## src/rtl/cres_pkg.sv

```systemverilog
package cres_pkg;

   // Register index = byte address bits [4:2]
   typedef enum logic [2:0] {
      RI_CTRL = 3'd0,
      RI_DATA = 3'd1,
      RI_RAW  = 3'd2,
      RI_IEN  = 3'd3,
      RI_IFRC = 3'd4,
      RI_STAT = 3'd5
   } reg_idx_e;

   // Control/status field positions (software decodes these)
   localparam int B_EN    = 0;
   localparam int B_SHIFT = 1;
   localparam int B_TAG   = 2;
   localparam int B_DREQ  = 3;
   localparam int B_EMPTY = 8;
   localparam int B_FULL  = 9;
   localparam int B_UNDER = 10;
   localparam int B_OVER  = 11;
   localparam int B_LVL   = 16;
   localparam int B_THR   = 24;
   localparam int FLD_W   = 4;

   typedef struct packed {
      logic [FLD_W-1:0] thr;
      logic             dreq_en;
      logic             tag_en;
      logic             shift;
      logic             en;
   } cfg_t;

endpackage

```

## src/rtl/cres_fmt.sv

```systemverilog
module cres_fmt #(
   parameter int SMP_W     = 16,
   parameter int RAW_W     = 12,
   parameter int ENT_W     = 16,
   parameter int SHIFT_AMT = 4,
   parameter int TAG_BIT   = 15
) (
   input  logic [SMP_W-1:0] smp,
   input  logic             err,
   input  logic             shift_on,
   input  logic             tag_on,
   output logic [ENT_W-1:0] ent
);

   logic [ENT_W-1:0] base;
   logic [ENT_W-1:0] moved;

   generate
      if (RAW_W > SMP_W) begin : g_chk_raw
         $error("cres_fmt: RAW_W exceeds SMP_W");
      end
      if (TAG_BIT < RAW_W || TAG_BIT >= ENT_W) begin : g_chk_tag
         $error("cres_fmt: TAG_BIT must sit above the sample and inside the entry");
      end
      if (SHIFT_AMT >= RAW_W) begin : g_chk_sh
         $error("cres_fmt: SHIFT_AMT too large");
      end
   endgenerate

   assign base = ENT_W'(smp[RAW_W-1:0]);

   generate
      if (SHIFT_AMT == 0) begin : g_noshift
         assign moved = base;
      end else begin : g_shift
         assign moved = base >> SHIFT_AMT;
      end
      if (SMP_W > RAW_W) begin : g_hi
         logic unused_hi;
         assign unused_hi = ^smp[SMP_W-1:RAW_W];
      end
   endgenerate

   always_comb begin
      ent = shift_on ? moved : base;
      if (tag_on && err) ent[TAG_BIT] = 1'b1;
   end

endmodule

```

## src/rtl/cres_store.sv

```systemverilog
module cres_store #(
   parameter int DEPTH = 4,
   parameter int ENT_W = 16,
   localparam int PTR_W = (DEPTH > 1) ? $clog2(DEPTH) : 1,
   localparam int LVL_W = $clog2(DEPTH + 1)
) (
   input  logic             clk,
   input  logic             rst_n,
   input  logic             push,
   input  logic             pop,
   input  logic [ENT_W-1:0] wr_data,
   output logic [ENT_W-1:0] head,
   output logic [LVL_W-1:0] level,
   output logic             full,
   output logic             empty
);

   logic [ENT_W-1:0] mem [DEPTH];
   logic [PTR_W-1:0] wptr, rptr, wnext, rnext;

   generate
      if (DEPTH < 2) begin : g_chk_depth
         $error("cres_store: DEPTH must be at least 2");
      end
      if ((DEPTH & (DEPTH - 1)) == 0) begin : g_pow2
         assign wnext = wptr + 1'b1;
         assign rnext = rptr + 1'b1;
      end else begin : g_wrap
         assign wnext = (wptr == PTR_W'(DEPTH - 1)) ? '0 : wptr + 1'b1;
         assign rnext = (rptr == PTR_W'(DEPTH - 1)) ? '0 : rptr + 1'b1;
      end
   endgenerate

   always_ff @(posedge clk) begin
      if (push) mem[wptr] <= wr_data;
   end

   always_ff @(posedge clk or negedge rst_n) begin
      if (!rst_n) begin
         wptr  <= '0;
         rptr  <= '0;
         level <= '0;
      end else begin
         if (push) wptr <= wnext;
         if (pop)  rptr <= rnext;
         case ({push, pop})
            2'b10:   level <= level + 1'b1;
            2'b01:   level <= level - 1'b1;
            default: level <= level;
         endcase
      end
   end

   assign head  = mem[rptr];
   assign full  = (level == LVL_W'(DEPTH));
   assign empty = (level == '0);

   always_comb begin
      if (rst_n) AST_NO_OVERFLOW: assert (level <= LVL_W'(DEPTH));
   end

   AST_LVL_INC: assert property (@(posedge clk) disable iff (!rst_n)
      push && !pop |=> level == LVL_W'($past(level) + 1'b1));

   AST_LVL_DEC: assert property (@(posedge clk) disable iff (!rst_n)
      pop && !push |=> level == LVL_W'($past(level) - 1'b1));

   AST_LVL_HOLD: assert property (@(posedge clk) disable iff (!rst_n)
      push && pop |=> $stable(level));

endmodule

```

## src/rtl/cres_irq.sv

```systemverilog
module cres_irq #(
   parameter int LVL_W = 3,
   parameter int THR_W = 4,
   localparam int CMP_W = ((LVL_W > THR_W) ? LVL_W : THR_W) + 1
) (
   input  logic             clk,
   input  logic             rst_n,
   input  logic [LVL_W-1:0] level,
   input  logic [THR_W-1:0] thr,
   input  logic             dreq_en,
   input  logic             ien,
   input  logic             ifrc,
   output logic             raw,
   output logic             masked,
   output logic             dma_req
);

   logic at_thr;

   assign at_thr  = CMP_W'(level) >= CMP_W'(thr);
   assign raw     = at_thr;
   assign masked  = (raw & ien) | ifrc;
   assign dma_req = dreq_en & at_thr;

   AST_FORCE_IRQ: assert property (@(posedge clk) disable iff (!rst_n)
      ifrc |-> masked);

   AST_DREQ_RAW: assert property (@(posedge clk) disable iff (!rst_n)
      dma_req |-> raw);

endmodule

```

## src/rtl/cres_fifo_ctrl.sv

```systemverilog
module cres_fifo_ctrl
   import cres_pkg::*;
#(
   parameter int DEPTH     = 4,
   parameter int SMP_W     = 16,
   parameter int RAW_W     = 12,
   parameter int SHIFT_AMT = 4,
   parameter int TAG_BIT   = 15,
   parameter int DATA_W    = 32,
   parameter int ADDR_W    = 5,
   localparam int ENT_W    = TAG_BIT + 1,
   localparam int LVL_W    = $clog2(DEPTH + 1),
   localparam int IDX_W    = ADDR_W - 2
) (
   input  logic              clk,
   input  logic              rst_n,
   input  logic              smp_valid,
   input  logic [SMP_W-1:0]  smp_data,
   input  logic              smp_err,
   input  logic [ADDR_W-1:0] reg_addr,
   input  logic              reg_wr,
   input  logic [DATA_W-1:0] reg_wdata,
   input  logic              reg_rd,
   output logic [DATA_W-1:0] reg_rdata,
   output logic              dma_req,
   output logic              irq
);

   generate
      if (ADDR_W < 5) begin : g_chk_addr
         $error("cres_fifo_ctrl: ADDR_W must cover six word registers");
      end
      if (DATA_W < B_THR + FLD_W) begin : g_chk_data
         $error("cres_fifo_ctrl: DATA_W too narrow for control/status");
      end
      if (DEPTH > 15) begin : g_chk_lvl
         $error("cres_fifo_ctrl: level does not fit its 4-bit field");
      end
      if (ENT_W > DATA_W) begin : g_chk_ent
         $error("cres_fifo_ctrl: entry wider than data port");
      end
   endgenerate

   cfg_t             cfg_q;
   logic             over_q, under_q, ien_q, ifrc_q;
   logic [IDX_W-1:0] idx;
   logic             sel_ctrl, sel_data, sel_ien, sel_ifrc;
   logic             push_req, push, pop_req, pop;
   logic [ENT_W-1:0] ent_in, head;
   logic [LVL_W-1:0] level;
   logic             full, empty;
   logic             raw, masked;
   logic [DATA_W-1:0] ctrl_rd, rd_mux;
   logic             unused_wdata;

   assign idx      = reg_addr[ADDR_W-1:2];
   assign sel_ctrl = (idx == IDX_W'(RI_CTRL));
   assign sel_data = (idx == IDX_W'(RI_DATA));
   assign sel_ien  = (idx == IDX_W'(RI_IEN));
   assign sel_ifrc = (idx == IDX_W'(RI_IFRC));
   assign unused_wdata = ^{reg_addr[1:0], reg_wdata};

   // Push/pop qualification: decisions use the state before the edge
   assign push_req = smp_valid & cfg_q.en;
   assign push     = push_req & ~full;
   assign pop_req  = reg_rd & sel_data;
   assign pop      = pop_req & ~empty;

   cres_fmt #(
      .SMP_W(SMP_W), .RAW_W(RAW_W), .ENT_W(ENT_W),
      .SHIFT_AMT(SHIFT_AMT), .TAG_BIT(TAG_BIT)
   ) u_fmt (
      .smp(smp_data), .err(smp_err),
      .shift_on(cfg_q.shift), .tag_on(cfg_q.tag_en),
      .ent(ent_in)
   );

   cres_store #(.DEPTH(DEPTH), .ENT_W(ENT_W)) u_store (
      .clk(clk), .rst_n(rst_n),
      .push(push), .pop(pop), .wr_data(ent_in),
      .head(head), .level(level), .full(full), .empty(empty)
   );

   cres_irq #(.LVL_W(LVL_W), .THR_W(FLD_W)) u_irq (
      .clk(clk), .rst_n(rst_n),
      .level(level), .thr(cfg_q.thr), .dreq_en(cfg_q.dreq_en),
      .ien(ien_q), .ifrc(ifrc_q),
      .raw(raw), .masked(masked), .dma_req(dma_req)
   );

   assign irq = masked;

   // Configuration and sticky flags
   always_ff @(posedge clk or negedge rst_n) begin
      if (!rst_n) begin
         cfg_q   <= '0;
         over_q  <= 1'b0;
         under_q <= 1'b0;
         ien_q   <= 1'b0;
         ifrc_q  <= 1'b0;
      end else begin
         if (reg_wr && sel_ctrl) begin
            cfg_q.en      <= reg_wdata[B_EN];
            cfg_q.shift   <= reg_wdata[B_SHIFT];
            cfg_q.tag_en  <= reg_wdata[B_TAG];
            cfg_q.dreq_en <= reg_wdata[B_DREQ];
            cfg_q.thr     <= reg_wdata[B_THR +: FLD_W];
         end
         if (reg_wr && sel_ien)  ien_q  <= reg_wdata[0];
         if (reg_wr && sel_ifrc) ifrc_q <= reg_wdata[0];
         // set has priority over a same-cycle clear
         over_q  <= (push_req & full) |
                    (over_q & ~(reg_wr & sel_ctrl & reg_wdata[B_OVER]));
         under_q <= (pop_req & empty) |
                    (under_q & ~(reg_wr & sel_ctrl & reg_wdata[B_UNDER]));
      end
   end

   always_comb begin
      ctrl_rd                  = '0;
      ctrl_rd[B_EN]            = cfg_q.en;
      ctrl_rd[B_SHIFT]         = cfg_q.shift;
      ctrl_rd[B_TAG]           = cfg_q.tag_en;
      ctrl_rd[B_DREQ]          = cfg_q.dreq_en;
      ctrl_rd[B_EMPTY]         = empty;
      ctrl_rd[B_FULL]          = full;
      ctrl_rd[B_UNDER]         = under_q;
      ctrl_rd[B_OVER]          = over_q;
      ctrl_rd[B_LVL +: FLD_W]  = FLD_W'(level);
      ctrl_rd[B_THR +: FLD_W]  = cfg_q.thr;
   end

   always_comb begin
      rd_mux = '0;
      case (idx)
         IDX_W'(RI_CTRL): rd_mux = ctrl_rd;
         IDX_W'(RI_DATA): rd_mux = empty ? '0 : DATA_W'(head);
         IDX_W'(RI_RAW):  rd_mux = DATA_W'(raw);
         IDX_W'(RI_IEN):  rd_mux = DATA_W'(ien_q);
         IDX_W'(RI_IFRC): rd_mux = DATA_W'(ifrc_q);
         IDX_W'(RI_STAT): rd_mux = DATA_W'(masked);
         default:         rd_mux = '0;
      endcase
   end

   always_ff @(posedge clk or negedge rst_n) begin
      if (!rst_n)      reg_rdata <= '0;
      else if (reg_rd) reg_rdata <= rd_mux;
   end

   AST_UNDER_ZERO: assert property (@(posedge clk) disable iff (!rst_n)
      reg_rd && sel_data && empty |=> reg_rdata == '0 && under_q);

   AST_DROP_FULL: assert property (@(posedge clk) disable iff (!rst_n)
      smp_valid && cfg_q.en && full |=> over_q);

   AST_IDLE_DISABLED: assert property (@(posedge clk) disable iff (!rst_n)
      !cfg_q.en && !pop_req |=> $stable(level));

endmodule

```

## config.mk

```make
export PLATFORM = sky130hd
export DESIGN_NAME = cres_fifo_ctrl
export DESIGN_NICKNAME = d
export VERILOG_FILES = /design/src/rtl/cres_pkg.sv /design/src/rtl/cres_fmt.sv /design/src/rtl/cres_store.sv /design/src/rtl/cres_irq.sv /design/src/rtl/cres_fifo_ctrl.sv
export SDC_FILE = /design/constraint.sdc
export NUM_CORES = 1
export LEC_CHECK = 0
export CORE_AREA = 2 2 76 115
export CTS_BUF_LIST = sky130_fd_sc_hd__clkbuf_16
export DETAILED_ROUTE_END_ITERATION = 16
export DIE_AREA = 0 0 78 117
export PLACE_DENSITY = 0.8
export SLEW_MARGIN = 20
export SYNTH_ARGS = -nofsm -noshare
export SYNTH_HDL_FRONTEND = slang
export SYNTH_SLANG_ARGS = --single-unit
```

## constraint.sdc

```tcl
create_clock -name clk -period 2.87 [get_ports clk]
set_input_delay 0.574 -clock clk [delete_from_list [all_inputs] [get_ports clk]]
set_output_delay 0.574 -clock clk [all_outputs]
set_load 0.05 [all_outputs]
```

==> run metrics <==
result of the run=finished, final reports clean; Post-synth EDFFs=52; Pins Over Slew Limit=0; internal power=2.90 mW; most frequent cells after synthesis=sky130_fd_sc_hd__edfxtp_1, sky130_fd_sc_hd__dfrtp_1, sky130_fd_sc_hd__inv_1; multiplexer share of the synthesized area=12.7%; portion of total power attributed to sequential cells=42.3%; Required @ worst endpoint=2.30 ns; area enclosed by the die boundary=0.00913 mm2; post-route cell area=0.00496 mm2; die span in x=78 um; most used standard cell by instance count after synthesis=sky130_fd_sc_hd__edfxtp_1; fraction of registers with async set/reset=42.9%; layout-stage area growth over the synthesis result=25.1%; synthesized-area fraction occupied by ao, oa, aoi and oai cells=7.26%; largest vdd supply drop=0.489 mV; crit path DAT=2.10 ns; Worst setup EP type=output pin; proportion of netlist area held by the largest area contributor=39.4%; Post CTS Setup Buffer Count=0; number of cell instances on the worst register-to-register path=10; Comb pwr share=27.3%; Sinks on Clock Net=91; placed instance area=0.00464 mm2; per-instance average area after synthesis=15.0 um2; final antenna diode count=0; crit path time final=2.67 ns; Worst Hold Class=primary input to asynchronous set/reset pin; Tot GR Track Use=18.3%; number of ports placed on the die boundary=93; Placer Congestion=0.814; TritonCTS clock tree=done; startpoint kind of the worst setup timing path=flip-flop; XOR/XNOR Fraction of Synth Area=1.33%; actual slew at the worst max-slew pin=0.840 ns; via count of the first global-routing pass=2364; hold buffers post-CTS=0; simple-gate share of the synthesized area=6.19%; total power divided by cell area=835 mW/mm2; ys flop type=sky130_fd_sc_hd__edfxtp_1; hold violation count in the final report=0; # setup viols final=0; placed wire-length estimate=5310 um; Bufs on Longest Clock Path=2; fraction of layout instances using a drive strength above 1=19.3%; largest net degree at the start of global routing=40; number of gates resized after cts=0; biggest area consumer among synthesized cells=sky130_fd_sc_hd__edfxtp_1; worst-path maximum fanout=4; crit share post-route=93.2%; initial antenna violation count=0; switching pwr=1.25 mW; count of nets left with antenna violations after detail routing=0; clock skew=0.00723 ns; post-synthesis register bit count=91; violation count after the first detailed-routing iteration=223; wire length of the first global-routing pass=12200 um; Die Height=117 um; register clock-pin slew on the reported worst setup and hold paths=0.06 ns; Initial Utilization=48.3%; Routed WL=7510 um; clock group share of total power=30.4%; count of input and output buffers=52; number of vias per cell after detailed routing=5.27; number of nets in the final layout=400; clock insertion delay at the later pin of the skew report=0.35 ns; Max-Slew Margin vs Limit=44.0%; sequential share of the synthesized area=64.0%; combinational family with the most area after synthesis=multiplexers; vias post-DR=2341; highest attainable clock frequency=0.374 GHz; Floorplan Core Area=0.00821 mm2; total clock buffers created by CTS=9; synthesized instance count=264; Detailed Routing Iterations Pass 1=4; yosys warns=0; detailed-route wire length per cell=16.9 um; arithmetic-cell share of the synthesized area counting full adders, half adders and majority gates=3.03%; biggest area contributors in the synthesized netlist=sky130_fd_sc_hd__edfxtp_1, sky130_fd_sc_hd__dfrtp_1, sky130_fd_sc_hd__mux4_2, sky130_fd_sc_hd__mux2_2, sky130_fd_sc_hd__ha_1; CTS H-tree lvls=3; cell row count=41; switch share=30.1%; library cells used by synthesis=40; root cell of the clock tree=sky130_fd_sc_hd__clkbuf_16; unrepaired setup endpoints after global routing=false; critical path type=flip-flop to output pin; leakage power=1.93 nW; GRT overflow=0; max-capacitance violation count=0; Overall Power=4.14 mW; Remaining DRCs=0; mapped cell area=0.00396 mm2
worst max-delay path, stage by stage (launching register included):
cell	delay (ns)
sky130_fd_sc_hd__dfrtp_1	0.42
sky130_fd_sc_hd__inv_1	0.13
sky130_fd_sc_hd__ha_1	0.24
sky130_fd_sc_hd__nand2b_1	0.17
sky130_fd_sc_hd__a211o_1	0.35
sky130_fd_sc_hd__a31o_2	0.26
sky130_fd_sc_hd__buf_4	0.19
state kept, by name, summed over array words and instances, names as in the netlist:
name / flops
u_store.wptr: 2
u_store.rptr: 2
ien_q: 1
u_store.mem: 52
reg_rdata: 20
cfg_q: 8
under_q: 1
over_q: 1
ifrc_q: 1
u_store.level: 3
metrics by stage:
stage,setup slack [ns],hold slack [ns],setup TNS [ns],util (%),cells
floorplan,0.159,0.278,0,-,275
global placement,0.0133,0.480,0,56.5,428
detailed placement,-0.0167,0.481,-0.0167,56.5,428
CTS,0.181,0.356,0,60.4,444
global route,0.0999,0.395,0,60.4,444
finish,0.196,0.330,0,60.4,444
cells by family after synthesis:
family                   count (synthesis)
AO/OA/AOI/OAI                           38
multiplexers                            31
buffers and inverters                   41
AND/OR/NAND/NOR                         47
XOR/XNOR                                 6
adder cells (fa/ha/maj)                  9
flip-flops                              91
other                                    1
final timing paths:
path                             startpoint          endpoint  slack (ns)
min in group clk              reg_rdata[11]     reg_rdata[11]        0.49
max                        u_store.level[0]               irq        0.20
max reg2reg                u_store.level[2]  u_store.level[2]        0.85
min reg2reg                   reg_rdata[11]     reg_rdata[11]        0.49
min                                   rst_n     reg_rdata[17]        0.33
max in group asynchronous             rst_n      reg_rdata[0]        2.01
layout by cell type, fill, tap and decap left out, types with 2 or more instances in the layout:
cell type,netlist,routed
sky130_fd_sc_hd__edfxtp_1,52,52
sky130_fd_sc_hd__o21ai_0,10,10
sky130_fd_sc_hd__clkbuf_16,0,9
sky130_fd_sc_hd__buf_4,12,20
sky130_fd_sc_hd__mux2_2,16,16
sky130_fd_sc_hd__ha_1,8,8
sky130_fd_sc_hd__nor2_1,5,5
sky130_fd_sc_hd__nor2b_1,5,5
sky130_fd_sc_hd__xnor2_1,4,4
sky130_fd_sc_hd__a32o_1,2,2
sky130_fd_sc_hd__a22o_1,5,5
sky130_fd_sc_hd__inv_6,0,2
sky130_fd_sc_hd__xor2_1,2,2
sky130_fd_sc_hd__mux2i_1,2,2
sky130_fd_sc_hd__nand2_1,12,12
sky130_fd_sc_hd__clkinv_4,0,2
sky130_fd_sc_hd__mux4_1,3,3
sky130_fd_sc_hd__dfrtp_1,39,39
sky130_fd_sc_hd__a21oi_1,2,2
sky130_fd_sc_hd__mux4_2,10,10
sky130_fd_sc_hd__a22oi_1,7,7
sky130_fd_sc_hd__nor3_1,4,4
sky130_fd_sc_hd__inv_1,17,18
sky130_fd_sc_hd__and2_1,6,6
sky130_fd_sc_hd__o2bb2ai_1,7,7
sky130_fd_sc_hd__bufinv_16,0,2
sky130_fd_sc_hd__nor3b_1,2,2
sky130_fd_sc_hd__conb_1,1,12
sky130_fd_sc_hd__nand3_1,8,8
sky130_fd_sc_hd__clkdlybuf4s50_1,0,49
routing by layer:
| metal | routed length [um] | GRT usage, % | vias to the layer above |
|---|---|---|---|
| li1 | - | - | 1094 |
| met1 | 3030 | 21.3 | 1151 |
| met2 | 3830 | 30.4 | 78 |
| met3 | 347 | 5.90 | 18 |
| met4 | 304 | 9.71 | 0 |
| met5 | 0 | 0 | - |
power by group through the flow:
stage | Clock, mW | Combinational [mW] | Sequential, mW
after floorplan | 0 | 0.743 | 1.84
after global placement | 0 | 1.11 | 1.76
after detailed placement | 0 | 1.14 | 1.78
after CTS | 1.28 | 1.15 | 1.75
after global routing | 1.34 | 1.24 | 1.77
final | 1.26 | 1.13 | 1.75
cell type report:
type                            count  area [um2]
Fill cell                         619        3250
Sequential cell                    91        2540
Multi-Input combinational cell    143        1250
Timing Repair Buffer               70         646
Clock buffer                        9         225
Tap cell                          107         134
Clock inverter                      7        98.8
Inverter                           17        63.8
No activity file was read; power rests on OpenSTA's default activity.
